$ cat config.mk
export PLATFORM = sky130hd
export DESIGN_NAME = hw_masked_updater
export DESIGN_NICKNAME = d
export VERILOG_FILES = /design/src/rtl/hw_upd_pkg.sv /design/src/rtl/hw_lfsr_mask.sv /design/src/rtl/hw_sm_adder.sv /design/src/rtl/hw_sample_counter.sv /design/src/rtl/hw_masked_updater.sv
export SDC_FILE = /design/constraint.sdc
export NUM_CORES = 1
export LEC_CHECK = 0
export CAP_MARGIN = 20
export CORE_MARGIN = 2
export CORE_UTILIZATION = 50
export CTS_CLUSTER_SIZE = 20
export DETAILED_ROUTE_END_ITERATION = 6
export GPL_TIMING_DRIVEN = 0
export HOLD_SLACK_MARGIN = 0.03
export PLACE_DENSITY = 0.67
export SLEW_MARGIN = 10
export SYNTH_ARGS = -nofsm -noshare
export SYNTH_HDL_FRONTEND = slang
export SYNTH_SLANG_ARGS = --single-unit
$ cat constraint.sdc
create_clock -name clk -period 18.2 [get_ports clk]
set_input_delay 3.64 -clock clk [delete_from_list [all_inputs] [get_ports clk]]
set_output_delay 3.64 -clock clk [all_outputs]
set_load 0.005 [all_outputs]
$ cat src/rtl/hw_upd_pkg.sv
// Shared widths and the hidden-weight word type.
// Assumes sign-magnitude storage, with the sign in the top bit.
package hw_upd_pkg;
    localparam int HW_MAG_W  = 9;
    localparam int HW_MSB_W  = 3;
    localparam int HW_THR_W  = 8;
    localparam int HW_LFSR_W = 16;

    typedef struct packed {
        logic                sgn;
        logic [HW_MAG_W-1:0] mag;
    } hw_word_t;
endpackage

$ cat src/rtl/hw_lfsr_mask.sv
// Pseudo-random mask source: a left-shifting Fibonacci LFSR whose low
// THR_W bits are compared with a threshold to make one mask bit per step.
// Assumes SEED is nonzero and TAPS gives a maximal-length sequence.
module hw_lfsr_mask #(
    parameter int             LFSR_W = 16,
    parameter int             THR_W  = 8,
    parameter logic [LFSR_W-1:0] TAPS = 16'hB400,
    parameter logic [LFSR_W-1:0] SEED = 16'hACE1
) (
    input  logic             clk,
    input  logic             rst_n,
    input  logic             step,
    input  logic [THR_W-1:0] thr,
    output logic             hit
);
    logic [LFSR_W-1:0] lfsr_q;
    logic              fb;

    // Feedback bit: parity of the tapped bits.
    assign fb  = ^(lfsr_q & TAPS);
    // Mask decision from the state before the advance.
    assign hit = (lfsr_q[THR_W-1:0] < thr);

    // Advance the sequence once per consumed draw.
    always_ff @(posedge clk) begin
        if (!rst_n)      lfsr_q <= SEED;
        else if (step)   lfsr_q <= {lfsr_q[LFSR_W-2:0], fb};
    end


    lfsr_live_chk: assert property (@(posedge clk) disable iff (!rst_n)
        lfsr_q != '0);

    lfsr_hold_chk: assert property (@(posedge clk) disable iff (!rst_n)
        !step |=> $stable(lfsr_q));
endmodule

$ cat src/rtl/hw_sm_adder.sv
// Combinational sign-magnitude adder with saturation at the largest
// magnitude and a zero result forced to positive sign.
module hw_sm_adder #(
    parameter int MAG_W = 9
) (
    input  logic             a_sgn,
    input  logic [MAG_W-1:0] a_mag,
    input  logic             b_sgn,
    input  logic [MAG_W-1:0] b_mag,
    output logic             r_sgn,
    output logic [MAG_W-1:0] r_mag
);
    localparam logic [MAG_W-1:0] MAG_MAX = '1;

    logic [MAG_W:0]   sum_w;
    logic [MAG_W-1:0] mag_c;
    logic             sgn_c;

    assign sum_w = {1'b0, a_mag} + {1'b0, b_mag};

    // Choose add or subtract by sign agreement, then saturate.
    always_comb begin
        if (a_sgn == b_sgn) begin
            mag_c = sum_w[MAG_W] ? MAG_MAX : sum_w[MAG_W-1:0];
            sgn_c = a_sgn;
        end else if (a_mag >= b_mag) begin
            mag_c = a_mag - b_mag;
            sgn_c = a_sgn;
        end else begin
            mag_c = b_mag - a_mag;
            sgn_c = b_sgn;
        end
    end

    // Normalise zero to positive sign.
    assign r_mag = mag_c;
    assign r_sgn = (mag_c == '0) ? 1'b0 : sgn_c;
endmodule

$ cat src/rtl/hw_sample_counter.sv
// Counts end-of-sample strobes and raises a sticky due flag once every
// interval samples. An interval of 0 or 1 fires on every strobe.
module hw_sample_counter #(
    parameter int CNT_W = 16
) (
    input  logic             clk,
    input  logic             rst_n,
    input  logic             sample_done,
    input  logic [CNT_W-1:0] interval,
    input  logic             ack,
    output logic             due
);
    logic [CNT_W-1:0] cnt_q;
    logic             due_q;
    logic             wrap;

    // Wrap when this strobe brings the count up to the interval.
    assign wrap = sample_done &&
                  (({1'b0, cnt_q} + 1'b1) >= {1'b0, interval});

    // Sample count, cleared on wrap.
    always_ff @(posedge clk) begin
        if (!rst_n)           cnt_q <= '0;
        else if (wrap)        cnt_q <= '0;
        else if (sample_done) cnt_q <= cnt_q + 1'b1;
    end

    // Sticky flag: a set wins over a same-cycle acknowledge.
    always_ff @(posedge clk) begin
        if (!rst_n)    due_q <= 1'b0;
        else if (wrap) due_q <= 1'b1;
        else if (ack)  due_q <= 1'b0;
    end

    assign due = due_q;


    due_hold_chk: assert property (@(posedge clk) disable iff (!rst_n)
        due_q && !ack |=> due_q);

    due_drop_chk: assert property (@(posedge clk) disable iff (!rst_n)
        ack && !sample_done |=> !due_q);

    cnt_idle_chk: assert property (@(posedge clk) disable iff (!rst_n)
        !sample_done |=> $stable(cnt_q) && $stable(due_q) || !due_q);
endmodule

$ cat src/rtl/hw_masked_updater.sv
// Hidden-weight bank with masked sign-magnitude updates, a periodic
// transfer flag and a truncated read port. Out-of-range indices are
// ignored on update and read back as +0.
module hw_masked_updater
    import hw_upd_pkg::*;
#(
    parameter int                     NUM_W     = 16,
    parameter int                     CNT_W     = 16,
    parameter logic [HW_LFSR_W-1:0]   LFSR_SEED = 16'hACE1,
    parameter int                     IDX_W     = (NUM_W > 1) ? $clog2(NUM_W) : 1
) (
    input  logic                 clk,
    input  logic                 rst_n,
    input  logic                 upd_valid,
    input  logic [IDX_W-1:0]     upd_idx,
    input  logic [HW_MAG_W:0]    upd_delta,
    input  logic [HW_THR_W-1:0]  mask_thr,
    input  logic                 sample_done,
    input  logic [CNT_W-1:0]     xfer_interval,
    input  logic                 xfer_ack,
    output logic                 xfer_due,
    input  logic [IDX_W-1:0]     rd_idx,
    output logic                 lp_sign,
    output logic [HW_MSB_W-1:0]  lp_mag
);
    localparam int LP_W = 1 + HW_MSB_W;

    hw_word_t [NUM_W-1:0] wt_q;
    hw_word_t             old_w;
    hw_word_t             dlt_w;
    hw_word_t             new_w;
    logic                 mask_hit;
    logic                 upd_ok;
    logic                 apply;
    logic [LP_W-1:0]      lp_arr [NUM_W];
    logic [LP_W-1:0]      lp_sel;

    assign dlt_w  = hw_word_t'(upd_delta);
    assign upd_ok = (int'(upd_idx) < NUM_W);
    // Current value of the addressed weight.
    assign old_w  = upd_ok ? wt_q[upd_idx] : '0;
    assign apply  = upd_valid && upd_ok && mask_hit;

    hw_lfsr_mask #(
        .LFSR_W (HW_LFSR_W),
        .THR_W  (HW_THR_W),
        .TAPS   (16'hB400),
        .SEED   (LFSR_SEED)
    ) u_mask (
        .clk   (clk),
        .rst_n (rst_n),
        .step  (upd_valid),
        .thr   (mask_thr),
        .hit   (mask_hit)
    );

    hw_sm_adder #(.MAG_W(HW_MAG_W)) u_add (
        .a_sgn (old_w.sgn),
        .a_mag (old_w.mag),
        .b_sgn (dlt_w.sgn),
        .b_mag (dlt_w.mag),
        .r_sgn (new_w.sgn),
        .r_mag (new_w.mag)
    );

    // Weight bank: write the sum back into the addressed entry.
    always_ff @(posedge clk) begin
        if (!rst_n) begin
            wt_q <= '0;
        end else if (apply) begin
            for (int i = 0; i < NUM_W; i++)
                if (int'(upd_idx) == i) wt_q[i] <= new_w;
        end
    end

    // Truncated view per entry, plus the no-negative-zero guard.
    for (genvar g = 0; g < NUM_W; g++) begin : g_lp
        assign lp_arr[g] = {wt_q[g].sgn, wt_q[g].mag[HW_MAG_W-1 -: HW_MSB_W]};

        neg_zero_chk: assert property (@(posedge clk) disable iff (!rst_n)
            !(wt_q[g].sgn && wt_q[g].mag == '0));
    end

    // Read-port mux.
    assign lp_sel  = (int'(rd_idx) < NUM_W) ? lp_arr[rd_idx] : '0;
    assign lp_sign = lp_sel[LP_W-1];
    assign lp_mag  = lp_sel[HW_MSB_W-1:0];

    hw_sample_counter #(.CNT_W(CNT_W)) u_cnt (
        .clk         (clk),
        .rst_n       (rst_n),
        .sample_done (sample_done),
        .interval    (xfer_interval),
        .ack         (xfer_ack),
        .due         (xfer_due)
    );


    thr_zero_chk: assert property (@(posedge clk) disable iff (!rst_n)
        mask_thr == '0 |=> $stable(wt_q));

    grow_chk: assert property (@(posedge clk) disable iff (!rst_n)
        apply && (old_w.sgn == dlt_w.sgn) |=>
        wt_q[$past(upd_idx)].mag >= $past(old_w.mag));

    idle_chk: assert property (@(posedge clk) disable iff (!rst_n)
        !upd_valid |=> $stable(wt_q));
endmodule

### Word-level counts from Yosys, hierarchy flattened

Cells that the tools add are included.

* bits in registers: 193
* input bits: 47
* output and inout port bits: 5

* $add $sub $neg: 5
* magnitude comparators: 5
* equality and inequality tests: 16
* multiplexer cells: 13
* bitwise operators: 2
* reduce and logical (&&, ||, !) cells: 23

Operator list (count)
* $bmux W10 S4: 1
* $eq A4 B4 Y1 const B: 8
* $reduce_and A2 Y1: 16
* $mux W9: 3
* $sub A9 B9 Y9: 2
* $add A16 B1 Y17 const B: 1
* $ge A17 B16 Y1: 1
* $add A16 B1 Y16 const B: 1
* $bmux W4 S4: 1
* $eq A4 B3 Y1 const B: 4
* $reduce_xor A16 Y1: 1
* $add A9 B9 Y10: 1
* $mux W10: 1
* $ge A9 B9 Y1: 1
* $logic_not A9 Y1: 1
* $eq A4 B2 Y1 const B: 2
* $lt A8 B8 Y1: 1
* $mux W4: 2
* $ge A5 B5 Y1 const B: 1
* $lt A4 B5 Y1 const B: 1
* $mux W1: 5
* $not A4 Y5: 1
* $eq A4 B1 Y1 const B: 1
* $logic_not A4 Y1: 1
* 5 further kinds: 6

### Longest topological paths before layout

Gate-level depths: netlist of the first run.

* depth in word-level cells: 7
* mapped depth: 18

### By module

A second synthesis of the first run with hierarchy kept.

* cell total of the unflattened synthesis: 1337
* area, all modules: 11893.9 um^2

By module, submodules not included
* hw_masked_updater: instances 1, cells each 889, area an instance 8269.2 um^2
* hw_sample_counter: instances 1, cells each 180, area an instance 1445.1 um^2
* hw_sm_adder: instances 1, cells each 190, area an instance 1378.8 um^2
* hw_lfsr_mask: instances 1, cells each 78, area an instance 800.8 um^2

### Worst setup path after synthesis of the first run

OpenSTA, ideal clock, no wires.

* path kind: input port to output port
* start point: in rd_idx[0]
* end point: out lp_sign
* arrival time: 5.594 ns
* required time: 14.560 ns
* slack: 8.966 ns
* stages on the path: 4
* cell sequence: clkbuf_1 -> buf_1 -> mux4_2 -> mux4_2

* word-level cells in the longest chain between the ends: 4

RTL lines
* from (decl): RTL line hw_masked_updater.sv:22 `input logic [IDX_W-1:0] rd_idx,`
* $not A4 Y5 (implied by the code): RTL line hw_masked_updater.sv:85 `assign lp_sel = (int'(rd_idx) < NUM_W) ? lp_arr[rd_idx] : '0;`
* $bmux W4 S4: RTL line hw_masked_updater.sv:85
* $mux W4 (implied by the code) (2 in series): RTL line hw_masked_updater.sv:85
* to (decl): RTL line hw_masked_updater.sv:23 `output logic lp_sign,`

Every way passes these cells. The select of a mux whose other input is x is not followed.

### Final worst setup path of the first run

* start point: in rd_idx[0]
* end point: out lp_mag[1]

* word-level cells in the longest chain between the ends: 4

RTL lines
* $not A4 Y5 (implied by the code): RTL line hw_masked_updater.sv:85
* $bmux W4 S4: RTL line hw_masked_updater.sv:85
* $mux W4 (implied by the code) (2 in series): RTL line hw_masked_updater.sv:85
* to (decl): RTL line hw_masked_updater.sv:24 `output logic [HW_MSB_W-1:0] lp_mag`

Every way passes these cells. The select of a mux whose other input is x is not followed.

==> results of run 1 <==
[metrics by stage]
stage / total power, mW / instance area, um2 / worst slack (ns) / std cells / util
floorplan: 0.526 / 10900 / 8.97 / 1203 / -
global placement: 0.567 / 11600 / 7.69 / 1523 / 0.551
detailed placement: 0.569 / 11600 / 7.70 / 1523 / 0.551
CTS: 0.929 / 12200 / 7.89 / 1555 / 0.578
global route: 0.960 / 12200 / 7.62 / 1555 / 0.578
finish: 0.928 / 12200 / 7.90 / 1555 / 0.578
[area by class of cell]
class	count	area, um2
Fill cell	1865	8930
Buffer	97	385
Clock inverter	15	148
Tap cell	275	344
Clock buffer	17	425
Timing Repair Buffer	45	450
Sequential cell	193	3860
Inverter	53	199
Multi-Input combinational cell	860	6410
[flip-flops by register name, indices dropped and copies added, names as in the netlist]
| register | cells |
|---|---|
| wt_q | 96 |
| lp_arr | 64 |
| u_cnt.cnt_q | 16 |
| u_mask.lfsr_q | 16 |
| u_cnt.due | 1 |
[layout by cell type, fill, tap and decap left out, types with 7 or more instances in the layout]
cell	instances
nand3_1	13
a21o_1	7
xor2_1	28
mux2i_1	64
inv_1	53
nor2_1	110
nor3_1	22
clkbuf_16	17
nand2b_1	11
dfxtp_1	193
and3_1	8
ha_1	50
o21ai_0	91
o21ai_1	7
a211oi_1	15
clkdlybuf4s50_1	45
xnor2_1	14
clkbuf_1	86
nand4_1	10
a21oi_1	126
nand2_1	145
mux4_2	70
[worst max-delay path: cells and delay by family]
kind                   cells  cell delay (ns)
buffers and inverters      3             1.83
muxes                      2             1.18
[power by group through the flow]
stage / combinational, mW / clock [mW] / sequential, mW
2_1_floorplan: 0.0813 / 0 / 0.444
3_3_place_gp: 0.121 / 0 / 0.446
3_5_place_dp: 0.123 / 0 / 0.446
4_1_cts: 0.124 / 0.369 / 0.436
5_1_grt: 0.136 / 0.387 / 0.437
6_report: 0.125 / 0.367 / 0.436
[routing by layer]
| metal | part of all wire | routed length, um | global-route usage |
|---|---|---|---|
| met1 | 0.42 | 12700 | 0.365 |
| met2 | 0.48 | 14500 | 0.460 |
| met5 | 0 | 0 | 0 |
| met3 | 0.076 | 2300 | 0.0386 |
| met4 | 0.021 | 624 | 0.0893 |
[worst max-delay path by stage]
stage                      end  depth (start not counted)
finish               lp_mag[1]                          5
global route        lp_arr[52]                         18
CTS                  lp_mag[1]                          5
detailed placement  lp_arr[52]                         18
global placement    lp_arr[36]                         18
floorplan              lp_sign                          4
[cells by family (layout without fill, tap and decap cells)]
logic type               Yosys count  after routing  share of synthesized area
AND/OR/NAND/NOR                  343            343                      0.136
AO/OA/AOI/OAI                    287            287                      0.152
flip-flops                       193            193                      0.356
buffers and inverters            150            227                     0.0538
multiplexers                     135            135                      0.205
adder cells (fa/ha/maj)           53             53                     0.0632
XOR/XNOR                          42             42                     0.0339
==> qor.txt, run 1 <==
status: finished, violations left
failing checks: DRC
final setup TNS: 0 ns
top-area cell type share of the netlist area: 0.356
crit end category: output pin
initial core utilization: 0.513
Lkg Pwr: 4.52 nW
Max Fanout on Critical Path: 10
crit path DAT: 6.66 ns
CP max stage delay: 0.85 ns
FF-to-FF setup slack: 12.60 ns
CTS buffer count: 17
pwr/cell area: 75.9 nW/um2
worst hold path type: flop to flop
Fin. Hold Viols: 0
CP dominant cell by count: mux4_2
Primary FF master, synth: dfxtp_1
Final Critical Period: 10.30 ns
# Post-CTS Setup Buffers: 0
Hold Crit Endpoint: wt_q[41]
Ys Warns: 0
sequential share of the synthesized area: 0.356
final antenna-violating net count: 0
Clk network pwr share: 0.395
Syn-to-layout area delta: 12.6%
fin nets: 1367
crit share post-route: 0.566
Clk Tree Root Cell: clkbuf_16
post-CTS sizing: 0
total nets after synthesis: 1303
Startpoint Class: input port
Worst R2R End: lp_arr[52]
Max clock buf depth: 2
total gr overflow: 0
CTS HTree Levels: 4
library cells used by synthesis: 59
die width: 151 um
routability cong.: 0.904
IO buf count: 45
worst-path cell chain: clkbuf_1, buf_1, mux4_2, mux4_2, clkdlybuf4s50_1
Crit Path Class: input port to output pin
final setup vio count: 0
most area-consuming cells after synthesis: dfxtp_1 36%, mux4_2 15%, mux2i_1 5.9%
first-pass GRT wire length: 48.0 mm
fmax: 0.0971 GHz
Clock Sink Count: 193
Seq cells post-synth: 193
vias in the first global route: 8796
launch point of the worst path: rd_idx[0]
CTS tree: yes
RSZ-0062 raised after global routing: no
WL/cell: 19.4 um
Boundary Pins: 52
Max Slew Vio Count: 0
Iter 0 DRT Violations: 763
Post-synth EDFFs: 0
Synth area leader: dfxtp_1
vias per std cell: 5.98
cells on worst reg2reg path: 15
DR DRC count: 1
Worst-path clk slew: 0.07 ns
Worst Skew: 0.0129 ns
CP required: 14.56 ns
share of layout cells above drive strength 1: 0.0875
detailed placement HPWL: 22.5 mm
Vias: 9304
Slew @ Worst Pin: 1.07 ns
largest net degree at the start of global routing: 20
CTS Hold Bufs: 0
Total GRT Usage: 0.274
Flop pwr share: 0.470
FFs w/ async S/R, synth: 0
antenna cells: 0
total wire length: 30.1 mm
area of the die: 22900 um2
maximum vdd drop: 0.0778 mV
sw frac: 0.289
combinational power share: 0.134
WHS Path Cells: 2
initial antenna violation count: 1
DR pass1 iterations: 7
switching pwr: 0.268 mW
Post-synth top cells: 193 x dfxtp_1, 145 x nand2_1, 126 x a21oi_1
Worst-Skew Late Latency: 0.44 ns
Rows: 53
worst hold start: wt_q[41]
Slew headroom: 0.289
Core Box Area: 21200 um2
Die Y: 151 um
Max-Cap Viols: 0
area of the mapped netlist: 10900 um2
Synth Area per Inst: 9.02 um2
count leader, synth: dfxtp_1
Post-Syn Instances: 1203
Power Internal: 0.659 mW
Critical R2R Launch: wt_q[73]
worst hold slack: 0.458 ns
CP max-delay cell: buf_1
Note: power is estimated with default switching activity, not from simulation.
==> run 2: changes to the inputs <==
- clock period: 18.2 -> 9.93 ns (I/O delays scaled with it)
==> results of run 2 <==
The final DEF is identical to that of run 1. Status: finished, violations left: DRC.
Among the figures that moved: setup slack after placement 7.70 ns -> 1.08 ns; clock-pin slew on the worst setup and hold paths 0.07 ns -> 0.08 ns; setup slack after layout 7.90 ns -> 1.37 ns; start point of the critical path rd_idx[0] -> upd_idx[0]; end point of the critical path lp_mag[1] -> lp_arr[52]; register-to-register setup slack 12.60 ns -> 4.33 ns; total power 0.928 mW -> 1.70 mW; worst IR drop on VDD 0.0778 mV -> 0.143 mV
